### src/rtl/i2c_slave_rx.sv
module i2c_slave_rx #(
  parameter int DW   = 8,
  parameter int SYNC = 2
) (
  input  logic          clk,
  input  logic          rst_n,
  input  logic          en,
  input  logic [DW-2:0] own_addr,
  input  logic          scl_in,
  input  logic          sda_in,
  input  logic          rd_buf,
  input  logic          clr_irq,
  input  logic          clr_ov,
  output logic          sda_oe,
  output logic [DW-1:0] buf_data,
  output logic          buf_full,
  output logic          ovf,
  output logic          irq,
  output logic          rw_bit,
  output logic          start_seen,
  output logic          stop_seen
);
  localparam int CW = $clog2(DW + 1);

  typedef enum logic [1:0] {IDLE, ADDR, DATA, ACKS} st_t;

  st_t            st;
  logic [SYNC-1:0] scl_sh, sda_sh;
  logic           scl_d, sda_d;
  logic [DW-1:0]  sr;
  logic [CW-1:0]  cnt;
  logic           rd_pend, go_data;

  wire scl_s   = scl_sh[SYNC-1];
  wire sda_s   = sda_sh[SYNC-1];
  wire scl_r   = scl_s & ~scl_d;
  wire scl_f   = ~scl_s & scl_d;
  wire start_c = en & scl_s & scl_d & sda_d & ~sda_s;
  wire stop_c  = en & scl_s & scl_d & ~sda_d & sda_s;
  wire hit     = sr[DW-1:1] == own_addr;
  wire free    = ~buf_full | rd_pend;

  always_ff @(posedge clk or negedge rst_n) begin
    if (!rst_n) begin
      scl_sh     <= '1;
      sda_sh     <= '1;
      scl_d      <= 1'b1;
      sda_d      <= 1'b1;
      st         <= IDLE;
      sr         <= '0;
      cnt        <= '0;
      rd_pend    <= 1'b0;
      go_data    <= 1'b0;
      sda_oe     <= 1'b0;
      buf_data   <= '0;
      buf_full   <= 1'b0;
      ovf        <= 1'b0;
      irq        <= 1'b0;
      rw_bit     <= 1'b0;
      start_seen <= 1'b0;
      stop_seen  <= 1'b0;
    end else begin
      scl_sh <= {scl_sh[SYNC-2:0], scl_in};
      sda_sh <= {sda_sh[SYNC-2:0], sda_in};
      scl_d  <= scl_s;
      sda_d  <= sda_s;
      if (clr_irq) irq <= 1'b0;
      if (clr_ov)  ovf <= 1'b0;

      if (!en) begin
        st     <= IDLE;
        sda_oe <= 1'b0;
      end else if (start_c) begin
        st         <= ADDR;
        cnt        <= '0;
        start_seen <= 1'b1;
        stop_seen  <= 1'b0;
        sda_oe     <= 1'b0;
      end else if (stop_c) begin
        st         <= IDLE;
        stop_seen  <= 1'b1;
        start_seen <= 1'b0;
        sda_oe     <= 1'b0;
      end else begin
        case (st)
          ADDR, DATA: begin
            if (scl_r && cnt < CW'(DW)) begin
              sr  <= {sr[DW-2:0], sda_s};
              cnt <= cnt + 1'b1;
            end else if (scl_f && cnt == CW'(DW)) begin
              cnt     <= '0;
              rd_pend <= 1'b0;
              if (rd_pend) buf_full <= 1'b0;
              if (st == ADDR && !hit) begin
                st <= IDLE;
              end else begin
                st <= ACKS;
                if (st == ADDR) begin
                  rw_bit  <= sr[0];
                  go_data <= ~sr[0];
                end else begin
                  go_data <= 1'b1;
                end
                if (free && !ovf) begin
                  buf_data <= sr;
                  buf_full <= 1'b1;
                  sda_oe   <= 1'b1;
                end else if (!free) begin
                  ovf <= 1'b1;
                end
              end
            end
          end
          ACKS: begin
            if (scl_f) begin
              sda_oe <= 1'b0;
              irq    <= 1'b1;
              st     <= go_data ? DATA : IDLE;
            end
          end
          default: st <= IDLE;
        endcase
      end

      if (rd_buf) rd_pend <= 1'b1;
    end
  end
endmodule

### config.mk
export PLATFORM = sky130hd
export DESIGN_NAME = i2c_slave_rx
export DESIGN_NICKNAME = d
export VERILOG_FILES = /design/src/rtl/i2c_slave_rx.sv
export SDC_FILE = /design/constraint.sdc
export NUM_CORES = 1
export LEC_CHECK = 0
export ABC_AREA = 1
export BUFFER_PORTS_ARGS = -buffer_cell sky130_fd_sc_hd__buf_2
export CORE_MARGIN = 3
export CORE_UTILIZATION = 50
export CTS_CLUSTER_SIZE = 12
export DETAILED_ROUTE_END_ITERATION = 8
export GPL_TIMING_DRIVEN = 0
export PLACE_DENSITY = 0.75
export SLEW_MARGIN = 10
export SYNTH_ARGS = -nofsm -noshare
export SYNTH_HDL_FRONTEND = slang
export SYNTH_SLANG_ARGS = --single-unit
### constraint.sdc
create_clock -name clk -period 1.7 [get_ports clk]
set_clock_uncertainty 0.1 [all_clocks]
set_input_delay 0.255 -clock clk [delete_from_list [all_inputs] [get_ports clk]]
set_output_delay 0.255 -clock clk [all_outputs]
set_load 0.05 [all_outputs]
==> qor.yml <==
hold_class: "in2reg"
antenna_found_initial: 0
antenna_cells: 0
avgRoutedWirePerCell_um: 11.8
cts_tree: "done"
die_y_um: 65.8
min_path_cells: 2
cts.sinks: 37
avgSynthCellArea_um2: 8.52
ys_seq_elements: 37
path_clk_slew_ps: 110
slew-limit-headroom: 0.475
cts_max_level: 2
violations: "negative setup slack"
final_cells: 313
criticalPathCategory: "reg2reg"
reg2reg_slack_ps: -70
hold_viol: 0
grt_start_max_net_pins: 38
start_kind: "flop"
r2r_cells: 10
core_um2: 3390
cts_made_buffers: 5
grtUsageTotal: 0.185
drive_above_1_share: 0.356
power.total_mw: 2.41
syn_inst: 210
rsz0062_at_grt: "yes"
dieArea_um2: 4330
ys_seq_area_frac: 0.522
critPathCaptureType: "flop"
root_buffer: "clkbuf_4"
p_per_area_nw_per_um2: 1030
grt_remaining_overflow: 0
crit_end: "go_data"
layout.nets: 287
drt_pass1_iterations: 4
syn-num-nets: 231
drv_cap: 0
antenna_left: 0
status: "finished with violations"
first_iter_violations: 99
dr_total_vias: 1495
layout_setup_ws_ps: -66.5
drv_slew: 0
area_delta_synth_final_pct: 31.1
grt_pass1_wl_um: 6010
postPlaceCellArea_um2: 1990
grt_pass1_vias: 1341
setup_violations: 10
yosysUniqueCellTypes: 30
power_leakage_nw: 1.25
critPathLaunch: "scl_sh[1]"
io_pins: 30
gp_congestion: 0.860
placedCellCount: 285
ys_warn_count: 0
layout_min_cycle_time_ps: 1770
initial_core_util: 0.528
worstReg2RegStart: "scl_sh[1]"
worstPathMaxFanout: 5
clk_latency_ps: 350
max_freq_mhz: 566
chipWidth_um: 65.8
drt-total-wl_um: 3710
async_flop_share: 1.00
worstPathRequired_ps: 1850
fin_area_um2: 2350
num_rows: 21
fill_cells: 275
dpl.hpwl_um: 2370
netlist_area_um2: 1790
cts_buffer_depth: 2
synth-edff-count: 0
port_buffers: 29
drc: 0
min_period_over_period: 1.04
arrival_ps: 1920
tightestPinTransition_ps: 788
synth-main-ff-cell: "dfrtp_1"
viasPerCell: 4.78
r2r_end: "go_data"
vdd_drop_max_mv: 0.632
whs_ps: 3.99
state kept, by name, indices dropped and copies added (netlist names):
register and flops:
buf_data 8, buf_full 1, cnt 4, go_data 1
irq 1, ovf 1, rd_pend 1, rw_bit 1
scl_d 1, scl_sh 2, sda_d 1, sda_oe 1
sda_sh 2, sr 8, st 2, start_seen 1
stop_seen 1
power breakdown:
part / internal (mW) / total (mW) / switching (mW)
clock: 0.240 / 0.530 / 0.290
combinational: 0.288 / 0.728 / 0.440
sequential: 1.03 / 1.16 / 0.131
total: 1.55 / 2.41 / 0.861
final cells by class:
type / count / area (um2) / share of cell area
clock inverters: 1 / 5.00 / 0.00213
flip-flops and latches: 37 / 933 / 0.398
well taps: 46 / 57.6 / 0.0245
plain buffers: 1 / 11.3 / 0.00480
inverters: 34 / 133 / 0.0565
repair buffers: 48 / 304 / 0.130
multi-input cells: 138 / 833 / 0.355
repair inverters: 1 / 3.75 / 0.00160
clock buffers: 7 / 65.1 / 0.0277
through the flow:
step | setup slack, ps | utilization | setup TNS (ps)
after floorplan | 81.1 | - | 0
after detailed placement | -182 | 0.588 | -2260
after CTS | -42.7 | 0.649 | -323
after global routing | -150 | 0.692 | -1530
final | -66.5 | 0.692 | -230
after global placement | -182 | 0.588 | -2020
what timing repair did:
action,in CTS,in global routing
pin swaps,2,10
gates cloned,1,0
buffers inserted,8,6
gates resized for setup,10,27
endpoints found under the setup margin,22,25
hold buffers,5,0
endpoints found under the hold margin,35,0
Yosys cell counts (2+ instances only):
cell type,count,share of area
xnor2_1,2,0.0098
ha_1,6,0.042
nand2_1,66,0.14
dfrtp_1,31,0.43
dfstp_2,6,0.088
nand3_2,2,0.011
nand3_1,15,0.042
a21oi_1,5,0.014
o21ai_0,15,0.042
nor2_2,2,0.0070
inv_2,3,0.0063
nor2_1,11,0.023
inv_1,29,0.061
per-layer routing:
metal / wire length [um] / vias up / global-route usage
met5: 0 / - / 0
met4: 73 / 0 / 0.0855
met3: 181 / 5 / 0.0510
met2: 1740 / 35 / 0.283
met1: 1710 / 687 / 0.245
li1: - / 768 / -
layout by cell type, fill, tap and decap left out, types with 3 or more instances in the layout:
master         count
nand3_1           15
nor2_4             3
inv_1             27
buf_4             13
o21ai_0           13
dfstp_2            6
clkbuf_4           5
buf_2             29
nor2_1            10
a21oi_1            4
nand2_2           13
dfrtp_1           31
ha_1               5
inv_2              6
dlygate4sd3_1      5
nand2_1           52
cell families (layout without fill, tap and decap cells):
family / count (synthesis) / in the layout / share of synthesized area
buf+inv: 35 / 92 / 0.0748
xor+xnor: 3 / 3 / 0.0147
mux: 1 / 1 / 0.00629
flops: 37 / 37 / 0.522
fa+ha+maj: 6 / 6 / 0.0420
simple gates: 104 / 104 / 0.269
compound gates: 24 / 24 / 0.0720
worst min-delay path by stage:
| stage | startpoint | to | slack [ps] |
|---|---|---|---|
| floorplan | rst_n | buf_data[0] | -140 |
| global placement | scl_sh[0] | scl_sh[1] | 250 |
| detailed placement | scl_sh[0] | scl_sh[1] | 250 |
| CTS | rd_buf | rd_pend | 4 |
| global route | rd_buf | rd_pend | 3 |
| finish | rd_buf | rd_pend | 4 |
worst max-delay path: stages, from the launching register on:
cell	delay, ps
dfstp_2	590
nand3_4	100
nor3_4	260
inv_2	90
nand2_4	90
nor2_4	50
nand3_4	120
inv_6	60
buf_6	110
nand2_4	50
nand2_2	40
No activity file was read; power rests on OpenSTA's default activity.
